## src/rtl/dec_pkg.sv

```systemverilog
package dec_pkg;
   typedef enum logic [2:0] {
      CL_ALU_IMM = 3'd0,
      CL_MEM     = 3'd1,
      CL_SHIFT   = 3'd2,
      CL_ALU_REG = 3'd3,
      CL_JUMP    = 3'd4,
      CL_BRANCH  = 3'd5,
      CL_MISC    = 3'd6,
      CL_BAD     = 3'd7
   } op_class_e;

   localparam int PREFIX_MAX = 7;
   localparam logic [3:0] ALU_ADD   = 4'd0;
   localparam logic [1:0] SHIFT_HI  = 2'b10;
   localparam logic [2:0] MISC_LAST = 3'd5;
endpackage

```

## src/rtl/dec_class_detect.sv

```systemverilog
module dec_class_detect #(
   parameter int PW = dec_pkg::PREFIX_MAX
) (
   input  logic [PW-1:0]      pre_i,
   output dec_pkg::op_class_e cls_o
);
   import dec_pkg::*;
   localparam int CW = $clog2(PW + 1);

   logic [PW-1:0] run;
   logic [CW-1:0] n_ones;

   assign run[PW-1] = pre_i[PW-1];
   for (genvar i = PW - 2; i >= 0; i--) begin : g_run
      assign run[i] = run[i+1] & pre_i[i];
   end

   assign n_ones = CW'($countones(run));
   assign cls_o  = op_class_e'(n_ones);

   always_comb begin
      AST_LEAD_ZERO: assert (pre_i[PW-1] || cls_o == CL_ALU_IMM);
      AST_ALL_ONES: assert (!(&pre_i) || cls_o == CL_BAD);
   end
endmodule

```

## src/rtl/dec_field_extract.sv

```systemverilog
module dec_field_extract #(
   parameter int INSTR_W = 18,
   parameter int RA_W    = 3,
   parameter int IMM_W   = 8,
   parameter int JADDR_W = 12
) (
   input  logic [INSTR_W-1:0] instr_i,
   output logic [RA_W-1:0]    rd_o,
   output logic [RA_W-1:0]    rs_o,
   output logic [RA_W-1:0]    rs2_o,
   output logic [IMM_W-1:0]   imm_o,
   output logic [JADDR_W-1:0] jaddr_o,
   output logic [2:0]         fn_imm_o,
   output logic [1:0]         fn_mem_o,
   output logic [1:0]         fn_shift_o,
   output logic [2:0]         fn_reg_o,
   output logic               fn_jmp_o,
   output logic [1:0]         fn_br_o,
   output logic [2:0]         fn_misc_o
);
   localparam int RS_LSB  = IMM_W;
   localparam int RD_LSB  = IMM_W + RA_W;
   localparam int RS2_LSB = IMM_W - RA_W;

   assign rd_o       = instr_i[RD_LSB +: RA_W];
   assign rs_o       = instr_i[RS_LSB +: RA_W];
   assign rs2_o      = instr_i[RS2_LSB +: RA_W];
   assign imm_o      = instr_i[IMM_W-1:0];
   assign jaddr_o    = instr_i[JADDR_W-1:0];
   assign fn_imm_o   = instr_i[INSTR_W-2 -: 3];
   assign fn_mem_o   = instr_i[INSTR_W-3 -: 2];
   assign fn_shift_o = instr_i[1:0];
   assign fn_reg_o   = instr_i[2:0];
   assign fn_jmp_o   = instr_i[INSTR_W-6];
   assign fn_br_o    = instr_i[INSTR_W-7 -: 2];
   assign fn_misc_o  = instr_i[INSTR_W-8 -: 3];
endmodule

```

## src/rtl/dec_ctrl_gen.sv

```systemverilog
module dec_ctrl_gen #(
   parameter int RA_W        = 3,
   parameter int IMM_W       = 8,
   parameter int JADDR_W     = 12,
   parameter bit ZERO_REG_EN = 1'b1
) (
   input  dec_pkg::op_class_e cls_i,
   input  logic [RA_W-1:0]    rd_i,
   input  logic [RA_W-1:0]    rs_i,
   input  logic [RA_W-1:0]    rs2_i,
   input  logic [IMM_W-1:0]   imm_i,
   input  logic [JADDR_W-1:0] jaddr_i,
   input  logic [2:0]         fn_imm_i,
   input  logic [1:0]         fn_mem_i,
   input  logic [1:0]         fn_shift_i,
   input  logic [2:0]         fn_reg_i,
   input  logic               fn_jmp_i,
   input  logic [1:0]         fn_br_i,
   input  logic [2:0]         fn_misc_i,
   output logic [3:0]         alu_op_o,
   output logic [RA_W-1:0]    rd_o,
   output logic [RA_W-1:0]    rs_o,
   output logic [RA_W-1:0]    rs2_o,
   output logic [IMM_W-1:0]   imm_o,
   output logic               use_imm_o,
   output logic [IMM_W-1:0]   disp_o,
   output logic [JADDR_W-1:0] jaddr_o,
   output logic [1:0]         br_kind_o,
   output logic [2:0]         misc_op_o,
   output logic               reg_we_o,
   output logic               flag_we_o,
   output logic               mem_rd_o,
   output logic               mem_wr_o,
   output logic               io_rd_o,
   output logic               io_wr_o,
   output logic               branch_o,
   output logic               jump_o,
   output logic               call_o,
   output logic               ret_o,
   output logic               misc_o,
   output logic               illegal_o,
   output logic               rs_zero_o,
   output logic               rs2_zero_o
);
   import dec_pkg::*;

   logic wr_cand;
   logic uses_rs2;
   logic rd_ok;
   logic rs_z;
   logic rs2_z;

   always_comb begin
      alu_op_o  = '0;
      rd_o      = '0;
      rs_o      = '0;
      rs2_o     = '0;
      imm_o     = '0;
      use_imm_o = 1'b0;
      disp_o    = '0;
      jaddr_o   = '0;
      br_kind_o = '0;
      misc_op_o = '0;
      wr_cand   = 1'b0;
      uses_rs2  = 1'b0;
      flag_we_o = 1'b0;
      mem_rd_o  = 1'b0;
      mem_wr_o  = 1'b0;
      io_rd_o   = 1'b0;
      io_wr_o   = 1'b0;
      branch_o  = 1'b0;
      jump_o    = 1'b0;
      call_o    = 1'b0;
      ret_o     = 1'b0;
      misc_o    = 1'b0;
      illegal_o = 1'b0;
      unique case (cls_i)
         CL_ALU_IMM: begin
            alu_op_o  = {1'b0, fn_imm_i};
            rd_o      = rd_i;
            rs_o      = rs_i;
            imm_o     = imm_i;
            use_imm_o = 1'b1;
            wr_cand   = 1'b1;
            flag_we_o = 1'b1;
         end
         CL_MEM: begin
            alu_op_o  = ALU_ADD;
            rd_o      = rd_i;
            rs_o      = rs_i;
            imm_o     = imm_i;
            use_imm_o = 1'b1;
            unique case (fn_mem_i)
               2'd0: begin mem_rd_o = 1'b1; wr_cand = 1'b1; end
               2'd1: mem_wr_o = 1'b1;
               2'd2: begin io_rd_o = 1'b1; wr_cand = 1'b1; end
               default: io_wr_o = 1'b1;
            endcase
         end
         CL_SHIFT: begin
            alu_op_o  = {SHIFT_HI, fn_shift_i};
            rd_o      = rd_i;
            rs_o      = rs_i;
            imm_o     = {{(IMM_W-RA_W){1'b0}}, rs2_i};
            use_imm_o = 1'b1;
            wr_cand   = 1'b1;
            flag_we_o = 1'b1;
         end
         CL_ALU_REG: begin
            alu_op_o  = {1'b0, fn_reg_i};
            rd_o      = rd_i;
            rs_o      = rs_i;
            rs2_o     = rs2_i;
            uses_rs2  = 1'b1;
            wr_cand   = 1'b1;
            flag_we_o = 1'b1;
         end
         CL_JUMP: begin
            jaddr_o = jaddr_i;
            jump_o  = !fn_jmp_i;
            call_o  = fn_jmp_i;
         end
         CL_BRANCH: begin
            branch_o  = 1'b1;
            br_kind_o = fn_br_i;
            disp_o    = imm_i;
         end
         CL_MISC: begin
            misc_op_o = fn_misc_i;
            if (fn_misc_i <= MISC_LAST) begin
               misc_o = 1'b1;
               ret_o  = (fn_misc_i == 3'd0);
            end else begin
               illegal_o = 1'b1;
            end
         end
         default: illegal_o = 1'b1;
      endcase
   end

   if (ZERO_REG_EN) begin : g_zero_reg
      assign rd_ok = (rd_o != '0);
      assign rs_z  = (cls_i <= CL_ALU_REG) && (rs_o == '0);
      assign rs2_z = uses_rs2 && (rs2_o == '0);
   end else begin : g_plain_reg
      assign rd_ok = 1'b1;
      assign rs_z  = 1'b0;
      assign rs2_z = 1'b0;
   end

   assign reg_we_o   = wr_cand & rd_ok;
   assign rs_zero_o  = rs_z;
   assign rs2_zero_o = rs2_z;

   always_comb begin
      AST_ILLEGAL_QUIET: assert (!illegal_o || !(reg_we_o || flag_we_o || mem_rd_o || mem_wr_o || io_rd_o || io_wr_o));
      AST_R0_NO_WRITE: assert (!ZERO_REG_EN || rd_i != '0 || !reg_we_o);
      AST_ONE_STROBE: assert ($onehot0({mem_rd_o, mem_wr_o, io_rd_o, io_wr_o}));
      AST_ONE_FLOW: assert ($onehot0({branch_o, jump_o, call_o, ret_o, illegal_o}));
      AST_FLAGS_ALU: assert (!flag_we_o || cls_i == CL_ALU_IMM || cls_i == CL_SHIFT || cls_i == CL_ALU_REG);
   end
endmodule

```

## src/rtl/instr_decoder.sv

```systemverilog
module instr_decoder #(
   parameter int INSTR_W     = 18,
   parameter int RA_W        = 3,
   parameter int IMM_W       = 8,
   parameter int JADDR_W     = 12,
   parameter bit ZERO_REG_EN = 1'b1
) (
   input  logic [INSTR_W-1:0] instr_i,
   output logic [2:0]         op_class_o,
   output logic [3:0]         alu_op_o,
   output logic [RA_W-1:0]    rd_o,
   output logic [RA_W-1:0]    rs_o,
   output logic [RA_W-1:0]    rs2_o,
   output logic [IMM_W-1:0]   imm_o,
   output logic               use_imm_o,
   output logic [IMM_W-1:0]   disp_o,
   output logic [JADDR_W-1:0] jaddr_o,
   output logic [1:0]         br_kind_o,
   output logic [2:0]         misc_op_o,
   output logic               reg_we_o,
   output logic               flag_we_o,
   output logic               mem_rd_o,
   output logic               mem_wr_o,
   output logic               io_rd_o,
   output logic               io_wr_o,
   output logic               branch_o,
   output logic               jump_o,
   output logic               call_o,
   output logic               ret_o,
   output logic               misc_o,
   output logic               illegal_o,
   output logic               rs_zero_o,
   output logic               rs2_zero_o
);
   import dec_pkg::*;

   if (INSTR_W != 1 + 3 + 2 * RA_W + IMM_W) begin : g_bad_width
      $error("instr_decoder: INSTR_W does not match the field widths");
   end
   if (JADDR_W != INSTR_W - 6) begin : g_bad_jaddr
      $error("instr_decoder: JADDR_W must leave room for the jump prefix");
   end
   if (IMM_W < RA_W + 3) begin : g_bad_imm
      $error("instr_decoder: IMM_W too small for rs2 and fn fields");
   end

   op_class_e             cls;
   logic [RA_W-1:0]       f_rd, f_rs, f_rs2;
   logic [IMM_W-1:0]      f_imm;
   logic [JADDR_W-1:0]    f_jaddr;
   logic [2:0]            f_fn_imm, f_fn_reg, f_fn_misc;
   logic [1:0]            f_fn_mem, f_fn_shift, f_fn_br;
   logic                  f_fn_jmp;

   dec_class_detect #(.PW(PREFIX_MAX)) u_class (
      .pre_i (instr_i[INSTR_W-1 -: PREFIX_MAX]),
      .cls_o (cls)
   );

   dec_field_extract #(
      .INSTR_W(INSTR_W), .RA_W(RA_W), .IMM_W(IMM_W), .JADDR_W(JADDR_W)
   ) u_fields (
      .instr_i    (instr_i),
      .rd_o       (f_rd),
      .rs_o       (f_rs),
      .rs2_o      (f_rs2),
      .imm_o      (f_imm),
      .jaddr_o    (f_jaddr),
      .fn_imm_o   (f_fn_imm),
      .fn_mem_o   (f_fn_mem),
      .fn_shift_o (f_fn_shift),
      .fn_reg_o   (f_fn_reg),
      .fn_jmp_o   (f_fn_jmp),
      .fn_br_o    (f_fn_br),
      .fn_misc_o  (f_fn_misc)
   );

   dec_ctrl_gen #(
      .RA_W(RA_W), .IMM_W(IMM_W), .JADDR_W(JADDR_W), .ZERO_REG_EN(ZERO_REG_EN)
   ) u_ctrl (
      .cls_i      (cls),
      .rd_i       (f_rd),
      .rs_i       (f_rs),
      .rs2_i      (f_rs2),
      .imm_i      (f_imm),
      .jaddr_i    (f_jaddr),
      .fn_imm_i   (f_fn_imm),
      .fn_mem_i   (f_fn_mem),
      .fn_shift_i (f_fn_shift),
      .fn_reg_i   (f_fn_reg),
      .fn_jmp_i   (f_fn_jmp),
      .fn_br_i    (f_fn_br),
      .fn_misc_i  (f_fn_misc),
      .alu_op_o   (alu_op_o),
      .rd_o       (rd_o),
      .rs_o       (rs_o),
      .rs2_o      (rs2_o),
      .imm_o      (imm_o),
      .use_imm_o  (use_imm_o),
      .disp_o     (disp_o),
      .jaddr_o    (jaddr_o),
      .br_kind_o  (br_kind_o),
      .misc_op_o  (misc_op_o),
      .reg_we_o   (reg_we_o),
      .flag_we_o  (flag_we_o),
      .mem_rd_o   (mem_rd_o),
      .mem_wr_o   (mem_wr_o),
      .io_rd_o    (io_rd_o),
      .io_wr_o    (io_wr_o),
      .branch_o   (branch_o),
      .jump_o     (jump_o),
      .call_o     (call_o),
      .ret_o      (ret_o),
      .misc_o     (misc_o),
      .illegal_o  (illegal_o),
      .rs_zero_o  (rs_zero_o),
      .rs2_zero_o (rs2_zero_o)
   );

   assign op_class_o = cls;
endmodule

```

## config.mk

```make
export PLATFORM = sky130hd
export DESIGN_NAME = instr_decoder
export DESIGN_NICKNAME = d
export VERILOG_FILES = /design/src/rtl/dec_pkg.sv /design/src/rtl/dec_class_detect.sv /design/src/rtl/dec_field_extract.sv /design/src/rtl/dec_ctrl_gen.sv /design/src/rtl/instr_decoder.sv
export SDC_FILE = /design/constraint.sdc
export NUM_CORES = 1
export LEC_CHECK = 0
export BUFFER_PORTS_ARGS = -buffer_cell sky130_fd_sc_hd__clkbuf_2
export CAP_MARGIN = 20
export CORE_ASPECT_RATIO = 0.75
export CORE_MARGIN = 3
export CORE_UTILIZATION = 36
export DETAILED_ROUTE_END_ITERATION = 8
export PLACE_DENSITY_LB_ADDON = 0.3
export SYNTH_ARGS = -nofsm -noshare
export SYNTH_HDL_FRONTEND = slang
export SYNTH_SLANG_ARGS = --single-unit
```

## constraint.sdc

```tcl
create_clock -name vclk -period 3.7
set_clock_uncertainty 0.1 [all_clocks]
set_input_delay 0.555 -clock vclk [all_inputs]
set_output_delay 0.555 -clock vclk [all_outputs]
set_load 0.005 [all_outputs]
```

# [Word-level counts from Yosys, hierarchy flattened]
# Index checks and enable logic that the tools add are counted.
[classes] addsub=6 n_lt_le_gt_ge=2 n_bitwise=7 reduce_logical=16 mux=31 n_eq_ne=8
[ops] cell="$mux W1" n=20
[ops] cell="$pmux W8 S2" n=1
[ops] cell="$logic_not A3 Y1" n=4
[ops] cell="$mux W12" n=1
[ops] cell="$mux W3" n=4
[ops] cell="$pmux W4 S3" n=1
[ops] cell="$eq A3 B3 Y1 const B" n=3
[ops] cell="$reduce_or A3 Y1" n=3
[ops] cell="$mux W8" n=1
[ops] cell="$and A1 B1 Y1" n=7
[ops] cell="$add A1 B1 Y2" n=3
[ops] cell="$add A3 B3 Y3" n=2
[ops] cell="$eq A3 B2 Y1 const B" n=2
[ops] cell="$reduce_or A6 Y1" n=1
[ops] cell="$pmux W1 S2" n=2
[ops] cell="$reduce_or A2 Y1" n=2
[ops] cell="$reduce_or A4 Y1" n=1
[ops] cell="$add A3 B1 Y3" n=1
[ops] cell="$eq A3 B1 Y1 const B" n=1
[ops] cell="$le A3 B2 Y1 const B" n=1
[ops] cell="$le A3 B3 Y1 const B" n=1
[ops] cell="$reduce_bool A3 Y1" n=1
[ops] cell="$eq A2 B1 Y1 const B" n=1
[ops] cell="$eq A2 B2 Y1 const B" n=1
[ops] cell="4 further kinds" n=5
[totals] output_inout_bits=64 reg_bits=0 input_bits=18 wordCells=70

# [Depth between registers and ports, before layout]
# Gate-level depths: netlist (run 1).
[logic_depth] ltp_word=14 ltp_mapped=11 ltp_nobuf=10

# [By module]
# Synthesis (run 1) repeated with hierarchy kept, for this count alone.
[hier_totals] hier_cells=150 hier_area_um2=1094.8
[by_module_without_submodules] module="dec_ctrl_gen" cells_per_inst=92 area_per_inst_um2=623.1 seq_area_each_um2=0.0 instances=1
[by_module_without_submodules] module="dec_field_extract" cells_per_inst=45 area_per_inst_um2=337.8 seq_area_each_um2=0.0 instances=1
[by_module_without_submodules] module="dec_class_detect" cells_per_inst=13 area_per_inst_um2=133.9 seq_area_each_um2=0.0 instances=1

# [Worst setup path before layout (run 1)]
# No wires, ideal clock.
[synth_timing] path_type="input to output" start="input instr_i[14]" end="output imm_o[0]" path_buffers=0 path_stages=9 path_slack_ns=0.223 required_ns=3.045 t_arrival_ns=2.822 cell_sequence="and4_1 nand4b_1 fa_1 inv_1 ha_1 inv_1 fa_1 or3b_2 a21oi_1"
[synth_between] elab_chain_len=10 elab_cells_between_ends=13 cone_classes="add/sub (4); eq/ne (2); mux (1); bitwise (4); reduce/logical (2)"
[synth_lines] element="start: declaration" line_no="instr_decoder.sv:8" text="input logic [INSTR_W-1:0] instr_i,"
[synth_lines] element="$and A1 B1 Y1 (*)" line_no="dec_class_detect.sv:15" text="assign run[i] = run[i+1] & pre_i[i];"
[synth_lines] element="$and A1 B1 Y1 (3 in a row)" line_no="dec_class_detect.sv:15"
[synth_lines] element="$add A1 B1 Y2 (not written as such)" line_no="dec_class_detect.sv:18" text="assign n_ones = CW'($countones(run));"
[synth_lines] element="$add A3 B3 Y3 (not written as such) (*) (2 in a row)" line_no="dec_class_detect.sv:18"
[synth_lines] element="$eq A3 B1 Y1 / $logic_not A3 Y1 (equally long branches)" line_no="dec_ctrl_gen.sv:77" text="unique case (cls_i)"
[synth_lines] element="$reduce_or A2 Y1 (no line)"
[synth_lines] element="$pmux W8 S2 (*)" line_no="dec_ctrl_gen.sv:77"
[synth_lines] element="end: declaration" line_no="instr_decoder.sv:14" text="output logic [IMM_W-1:0] imm_o,"
# Every way passes the cells marked *; elsewhere a longest branch is shown, timed or not.

# [Worst setup path in the final report (run 1)]
[layout_timing] start="input instr_i[14]" end="output io_rd_o"
[layout_between] elab_chain_len=9 elab_cells_between_ends=12 cone_classes="add/sub (4); eq/ne (2); mux (2); bitwise (4)"
[layout_lines] element="$and A1 B1 Y1 (4 in a row)" line_no="dec_class_detect.sv:15"
[layout_lines] element="$add A1 B1 Y2 (not written as such)" line_no="dec_class_detect.sv:18"
[layout_lines] element="$add A3 B3 Y3 (not written as such) (2 in a row)" line_no="dec_class_detect.sv:18"
[layout_lines] element="$eq A3 B1 Y1" line_no="dec_ctrl_gen.sv:77"
[layout_lines] element="$mux W1 (*)" line_no="dec_ctrl_gen.sv:77"
[layout_lines] element="end: declaration" line_no="instr_decoder.sv:24" text="output logic io_rd_o,"
# Marks and branches as above.

==> key figures, run 1 <==
Global route
  – First-pass GRT wire length: 5220 um
  – Gr ovfl total: 0
  – GRT Total Usage: 24.8%
  – Initial antenna violation count: 0
  – Vias in the first global route: approximately 1100
  – Largest net degree at the start of global routing: 19

Flow run
  – Max cap viols: 0

Power
  – PwrDens: 126 nW/um2
  – Pint: slightly above 100 uW
  – NetSw: 112 uW
  – Comb power frac: 100.0%
  – Leakage: about 0.85 nW
  – Sequential share of power: 0%
  – Clock share of power: 0%
  – Switching part of the total power: 52.6%
  – Peak supply drop: 0.0932 mV

Cells and area
  – Most frequent cells in the layout: clkbuf_2, buf_2, nor3b_2, buf_4, buf_6
  – Design Area, Final: between 1500 and 2000 um2
  – Layout overhead on the synthesized area: 132%
  – Fillers: 69
  – # clk buffers: 0
  – Final Net Count: 235
  – Storage cell area: 0 um2
  – Antenna Cells: 0
  – Layout cells sized above 1: 76.3%
  – FFs & Latches: 0
  – Commonest non-fill, non-tap cell in the layout: clkbuf_2

Drt
  – Met3 routed WL: ~480 um
  – Drt pass-1 iters: 4
  – Post-DRT Antenna Nets: 0
  – Metal-1 WL: 1640 um
  – DR top layer: met4
  – Vias: ~1400
  – Met2 Wirelength: 2320 um
  – Routed WL per cell: 20.6 um
  – DR vias/cell: ~6
  – Starting DRT DRC Count: 130
  – Detailed Route WL: 4790 um
  – DRC errors left: 0

Die
  – Die X-Extent: 58.1 um
  – Initial core utilization: 40.2%
  – Chip Height: roughly 45 um
  – IO Pins: roughly 80
  – Die footprint: between 2000 and 3000 um2
  – FP Rows: 13
  – Core Area: 1820 um2

STA
  – TNS Setup: -1.72 ns
  – Worst setup margin: -0.116 ns
  – Final Hold Vio Count: 0
  – Maximum clock rate: 0.262 GHz
  – Setup repair after global routing missed its margin: true
  – Crit path time final: 3.82 ns
  – Slew HR: a little over 80%
  – Max-slew violation count: 0
  – Slew @ Worst Pin: between 0.2 and 0.3 ns
  – Final Cycle Share: 103%
  – Final setup fails: 40

Critical path
  – Worst Path Required: 3.04 ns
  – WP buf/inv: 6
  – Crit path launch type: input port
  – CP Launch Point: instr_i[14]
  – CP max stage cell: fa_2
  – CP max stage delay: 0.59 ns
  – CP delay by family, top: adder cells
  – CP endpoint kind: output pin
  – CP Cell Sequence: buf_6 > and4_4 > nand4b_1 > fa_1 > inv_1 > ha_2 > inv_2 > fa_2 > buf_6 > nand2_4 > buf_6 > nor4b_4 > buf_2
  – CP Max Fanout: 5
  – Crit Path Category: in -> out
  – CP arrival: 3.16 ns
  – Most used cell, CP: buf_6

Place
  – Gp weighted congestion: around 0.76
  – Placed inst area: 1240 um2
  – DP Wirelength: 2280 um
  – I/O Buffers: a little over 80

Synthesis
  – Synth Net Count: 134
  – Synth area leaders: nor3b_1, and3_1, fa_1
  – Post-synth top area share: 23.6%
  – Syn Inst Count: 112
  – Cell variety after synth: 27
  – Syn Area/Cell: 6.54 um2
  – Sequential-to-total area share from yosys stat: 0%
  – Synth area leader: nor3b_1
  – Syn Std Cell Area: 732 um2
  – Ys Warns: 0

Outcome
  – Failing checks: negative setup slack
  – Status: finished, violations left

Worst hold path
  – Hold Crit Start: instr_i[12]
  – Worst Hold Class: in -> out

Clocking
  – Post-CTS Hold Fix Bufs: 0
-- worst paths after layout --
check | endpoint | slack (ns) | depth (start not counted)
setup / recovery | io_rd_o | -0.12 | 13
hold / removal | jump_o | 1.33 | 3
-- cell type report --
type | count | area (um2) | area share, %
multi-input combinational | 95 | 933 | 55.1
timing repair buffer | 110 | 707 | 41.7
inverter | 6 | 27.5 | 1.62
tap | 22 | 27.5 | 1.62
-- cells by family (layout without fill, tap and decap cells) --
kind of cell	after synthesis	in the layout	share of synthesized area, %
AND/OR/NAND/NOR	81	81	71.5
adder cells (fa/ha/maj)	4	4	9.91
buffers and inverters	17	116	9.40
XOR/XNOR	1	1	2.22
AO/OA/AOI/OAI	9	9	7.01
-- synth_stat cells, drive strengths merged --
cell	count
and3	14
nand4b	1
a21oi	7
inv	6
nand2b	4
nand3	1
nor2b	1
a311oi	1
fa	3
and2	7
xnor2	1
clkbuf	7
and4	1
nand4	1
nor2	4
or3b	3
nor4	2
nor3	6
ha	1
nand3b	4
buf	4
a211oi	1
nor3b	23
nand2	8
nor4b	1
-- metrics by stage --
stage                     hold WS [ns]  utilization [%]  cells  power (mW)  worst slack, ns
after detailed placement          1.33             68.3    221       0.139           -0.133
after global placement            1.33             68.3    221       0.135          -0.0454
after CTS                         1.33             77.5    227       0.166          -0.0821
after floorplan                   1.03                -    112      0.0670            0.223
final                             1.33             93.1    233       0.213           -0.116
after global routing              1.35             93.1    233       0.225           -0.230
-- power groups by stage --
stage	Sequential, mW	Combinational [mW]	Clock [mW]
finish	0	0.213	0
global route	0	0.225	0
CTS	0	0.166	0
detailed placement	0	0.139	0
global placement	0	0.135	0
floorplan	0	0.0670	0
-- metal layers --
metal | up-vias | global-route usage (%)
li1 | 601 | -
met1 | 677 | 32.6
met2 | 122 | 47.7
met3 | 38 | 1.14
met4 | 0 | 0.463
met5 | - | 0
-- timing repair --
action,CTS,global route
gates resized for setup,32,75
buffers inserted,4,6
cloned,2,0
pin swaps,6,10
endpoints found under the setup margin,38,63
-- worst min-delay path: stages --
cell and delay [ns]:
clkbuf_2 0.14, nor3_1 0.07, clkbuf_2 0.11
No activity file was read; power rests on OpenSTA's default activity.
==> run 2, diff against run 1 <==
Settings changed: CORE_UTILIZATION 36 to 25, PLACE_DENSITY_LB_ADDON 0.3 to default.
==> run 2 against run 1 <==
  * Design area down 12%
  * Power down 17%
  * The run now ends clean
  * Sequential share of layout area unchanged
  * Clock-buffer cell count stayed put
  * Maximum frequency up 5.4%
  * Routed wire length is 36% lower
  * Die area is 38% higher
==> key figures, run 2 (same netlist as run 1, synthesis figures left out) <==
Power
  – Leakage: 0.765 nW
  – PwrDens: about 120 nW/um2
  – Sequential share of power: 0%
  – Pint: ~92 uW
  – Switching part of the total power: 48.2%
  – Peak supply drop: 0.0423 mV
  – NetSw: 85.5 uW
  – Comb power frac: 100.0%
  – Clock share of power: 0%

Critical path
  – CP Launch Point: instr_i[14]
  – CP Max Fanout: 5
  – CP arrival: 2.96 ns
  – Crit path launch type: input port
  – Worst Path Required: 3.04 ns
  – CP endpoint kind: output pin
  – Crit Path Category: in -> out

Drt
  – Starting DRT DRC Count: 21
  – Detailed Route WL: between 3000 and 4000 um
  – Vias: between 1000 and 1500
  – Routed WL per cell: 12.8 um
  – Post-DRT Antenna Nets: 0
  – DRC errors left: 0
  – DR vias/cell: 4.91
  – Drt pass-1 iters: 4

Cells and area
  – Commonest non-fill, non-tap cell in the layout: clkbuf_2
  – Fin cells: 241
  – Antenna Cells: 0
  – FFs & Latches: 0
  – Layout overhead on the synthesized area: 105%
  – Design Area, Final: around 1500 um2
  – Layout cells sized above 1: 65.4%
  – Final Net Count: 229
  – # clk buffers: 0
  – Storage cell area: 0 um2
  – Most frequent cells in the layout: clkbuf_2, buf_4, and3_1, nor3b_2, nor3b_1
  – Post-layout util: 55.5%

Global route
  – Met1 Usage GRT: 20.8%
  – Busiest grt layer: met2
  – GR Util met3: 0.637%
  – Largest net degree at the start of global routing: 29
  – First-pass GRT wire length: 4400 um
  – Initial antenna violation count: 0
  – Gr ovfl total: 0
  – GRT Total Usage: 15.2%
  – Met2 Use GR: 27.6%
  – Vias in the first global route: around 940

Place
  – Gp weighted congestion: 0.710
  – I/O Buffers: a little over 80
  – Post-Place Cells: 237
  – Placed inst area: 1290 um2
  – DP Wirelength: ~2400 um

STA
  – Slew @ Worst Pin: 0.266 ns
  – Final Cycle Share: 97.8%
  – Hold Slack: 1.32 ns
  – TNS Setup: 0 ns
  – Setup repair after global routing missed its margin: true
  – Final Hold Vio Count: 0
  – Maximum clock rate: about 0.28 GHz
  – Slew HR: 82.3%
  – Final setup fails: 0
  – Max-slew violation count: 0
  – Crit path time final: 3.62 ns

Die
  – Initial core utilization: 27.1%
  – Die X-Extent: ~68 um
  – IO Pins: approximately 80
  – Core Area: around 2700 um2
  – Die footprint: 3620 um2
  – FP Rows: 16
  – Chip Height: 52.9 um

Worst hold path
  – Worst Hold Class: in -> out
  – Hold Crit Start: instr_i[12]

Clocking
  – Post-CTS Hold Fix Bufs: 0

Flow run
  – Max cap viols: 0

Outcome
  – Status: finished clean
run 2: cell count changes in the layout (fill, tap and decap cells not counted), moves of 4 or more:
cell / delta
buf_4: -4
nor3b_2: -9
clkbuf_2: +25
nor3b_1: +10
buf_2: -22
and3_4: -4
buf_6: -6
and3_1: +4
run 2: final cells by class:
| type | instances | area [um2] |
|---|---|---|
| inverter | 6 | 25.0 |
| tap | 36 | 45.0 |
| fill | 272 | 1200 |
| timing repair buffer | 104 | 639 |
| multi-input combinational | 95 | 791 |
run 2: final timing paths:
path | endpoint | depth (start not counted)
worst max-delay path | imm_o[0] | 12
worst min-delay path | jump_o | 3
run 2: worst max-delay path, cell delays in order:
cell and delay (ns):
buf_6 0.07, and4_4 0.22, nand4b_1 0.12, fa_1 0.49
inv_1 0.04, ha_2 0.17, inv_2 0.06, fa_2 0.47
buf_6 0.15, or3b_4 0.38, a21oi_2 0.12, buf_2 0.12
run 2: metrics by stage:
| stage | total power [mW] | setup slack, ns |
|---|---|---|
| 2_1_floorplan | 0.0670 | 0.223 |
| 3_3_place_gp | 0.143 | -0.0762 |
| 3_5_place_dp | 0.146 | -0.113 |
| 4_1_cts | 0.150 | -0.0585 |
| 5_1_grt | 0.193 | -0.0270 |
| 6_report | 0.177 | 0.0804 |
run 2: power by group through the flow:
stage / Combinational (mW) / Clock [mW] / Sequential (mW)
2_1_floorplan: 0.0670 / 0 / 0
3_3_place_gp: 0.143 / 0 / 0
3_5_place_dp: 0.146 / 0 / 0
4_1_cts: 0.150 / 0 / 0
5_1_grt: 0.193 / 0 / 0
6_report: 0.177 / 0 / 0
run 2: metal layers:
layer / up-vias / wire (um)
li1: 586 / -
met1: 547 / 1330
met2: 50 / 1500
met3: 0 / 253
met4: 0 / 0
met5: - / 0
run 2: what timing repair did:
action	CTS	global route
endpoints found under the setup margin	30	58
buffers inserted	0	4
resized for setup	5	42
pin swaps	0	10
==> run 3, diff against run 2 <==
Settings changed: BUFFER_PORTS_ARGS -buffer_cell sky130_fd_sc_hd__clkbuf_2 to default, DONT_BUFFER_PORTS from default to 1.
==> run 3 against run 2 <==
  * Via count down 28%
  * Sequential share of layout area unchanged
  * Critical endpoint unchanged
  * Non-clock buffer count down 89
  * Routed wire length down 15%
  * Global-route usage down 2.1 points
  * Critical path depth down 2
  * Combinational power down 43%
  * Power down 43%
  * First-iteration DRC count up 57%
==> key figures, run 3 (same netlist as run 1, synthesis figures left out) <==
Die
  – FP Rows: 16
  – Initial core utilization: between 20% and 30%
  – Core Area: 2700 um2
  – Die X-Extent: 68.5 um
  – Die footprint: 3620 um2
  – IO Pins: 82
  – Chip Height: 52.9 um

Cells and area
  – Storage cell area: 0 um2
  – # clk buffers: 0
  – Layout overhead on the synthesized area: 19.1%
  – Antenna Cells: 0
  – Fillers: 300
  – FFs & Latches: 0
  – Layout cells sized above 1: 20.7%
  – Most frequent cells in the layout: nor3b_1, and3_1, buf_4, nand2_1, and2_1
  – Final Net Count: 140
  – Design Area, Final: between 800 and 900 um2
  – Commonest non-fill, non-tap cell in the layout: nor3b_1
  – Post-layout util: 32.3%
  – Fin cells: 152

STA
  – Final setup fails: 0
  – Crit path time final: 3.62 ns
  – Final Hold Vio Count: 0
  – Slew @ Worst Pin: 0.331 ns
  – Setup repair after global routing missed its margin: false
  – Slew HR: slightly below 80%
  – Final Cycle Share: 97.7%
  – Max-slew violation count: 0
  – Maximum clock rate: 0.277 GHz

Global route
  – Met1 Usage GRT: 17.1%
  – GR Util met3: 0.212%
  – Met2 Use GR: 24.7%
  – Busiest grt layer: met2
  – Initial antenna violation count: 0
  – GRT Total Usage: 13.1%
  – Vias in the first global route: approximately 730
  – Gr ovfl total: 0
  – First-pass GRT wire length: 3680 um
  – Largest net degree at the start of global routing: 29

Worst hold path
  – Min-Delay Endpoint: io_rd_o
  – Hold path depth: 1
  – Hold Crit Start: instr_i[14]
  – Worst Hold Class: in -> out

Drt
  – DRC errors left: 0
  – Routed WL per cell: 17.2 um
  – Vias: around 850
  – DR vias/cell: between 5 and 6
  – Detailed Route WL: 2610 um
  – Drt pass-1 iters: 4
  – Starting DRT DRC Count: 33
  – Post-DRT Antenna Nets: 0

Place
  – Post-Place Cells: approximately 150
  – Gp weighted congestion: 0.599
  – I/O Buffers: 0
  – Placed inst area: between 800 and 900 um2
  – DP Wirelength: 2150 um

Flow run
  – Max cap viols: 0

Power
  – Leakage: about 0.33 nW
  – Post-layout power: 101 uW
  – PwrDens: ~120 nW/um2
  – Peak supply drop: 0.0350 mV

Critical path
  – CP Max Fanout: 12
  – CP endpoint kind: output pin
  – Worst Path Required: 3.04 ns
  – Crit Path Category: in -> out
  – CP arrival: about 3.0 ns
  – Crit path launch type: input port

Clocking
  – Post-CTS Hold Fix Bufs: 0

Outcome
  – Status: finished clean
==> run 3: cell count changes in the layout (fill, tap and decap cells not counted), moves of 2 or more <==
cell      previous run  this run
clkbuf_2            75         0
nor3b_1             10        23
nor3b_2             13         0
buf_6                9         1
buf_2                3         0
buf_4               15        13
nor3_1               4         6
nor3_2               2         0
or3b_2               0         2
or3b_4               2         0
==> run 3: cell type report <==
type | instances | area [um2] | share of cell area [%]
multi-input cells | 95 | 676 | 77.5
repair buffers | 15 | 129 | 14.8
well taps | 36 | 45.0 | 5.16
inverters | 6 | 22.5 | 2.58
==> run 3: through the flow <==
stage          setup TNS [ns]  hold slack, ns  setup slack, ns
5_1_grt                     0            1.04           0.0171
2_1_floorplan               0            1.03            0.223
3_3_place_gp                0            1.04           0.0520
6_report                    0            1.04           0.0845
4_1_cts                     0            1.04           0.0267
3_5_place_dp          -0.0680            1.04          -0.0419
==> run 3: how the worst max path moves through the flow <==
stage                            from        to  slack (ns)  cells after the start
final                     instr_i[14]  imm_o[0]        0.08                     10
after global routing      instr_i[14]  imm_o[2]        0.02                     10
after CTS                 instr_i[14]  imm_o[2]        0.03                     10
after detailed placement  instr_i[14]  imm_o[2]       -0.04                     10
after global placement    instr_i[14]  imm_o[2]        0.05                     10
after floorplan           instr_i[14]  imm_o[0]        0.22                      9
==> run 3: worst max-delay path, cell delays in order <==
cell	delay (ns)
and4_4	0.23
nand4b_1	0.13
fa_1	0.53
inv_1	0.04
ha_1	0.18
inv_1	0.06
fa_1	0.44
buf_6	0.16
or3b_2	0.47
a21oi_2	0.17
==> run 3: power by group <==
| group | switching (mW) | internal [mW] | total, mW |
|---|---|---|---|
| Clock | 0 | 0 | 0 |
| Combinational | 0.0564 | 0.0450 | 0.101 |
| Sequential | 0 | 0 | 0 |
| Total | 0.0564 | 0.0450 | 0.101 |
==> run 3: timing repair <==
action	4_1_cts	5_1_grt
pin swaps	1	2
buffers inserted	1	0
gates resized for setup	2	3
endpoints found under the setup margin	2	7
endpoints found under the hold margin	0	0
==> run 3: layer usage <==
metal / wire length (um) / part of all wire, % / vias up
met5: 0 / 0 / -
met4: 0 / 0 / 0
met3: 227 / 8.7 / 0
met2: 1270 / 49 / 52
met1: 1110 / 43 / 390
li1: - / - / 406
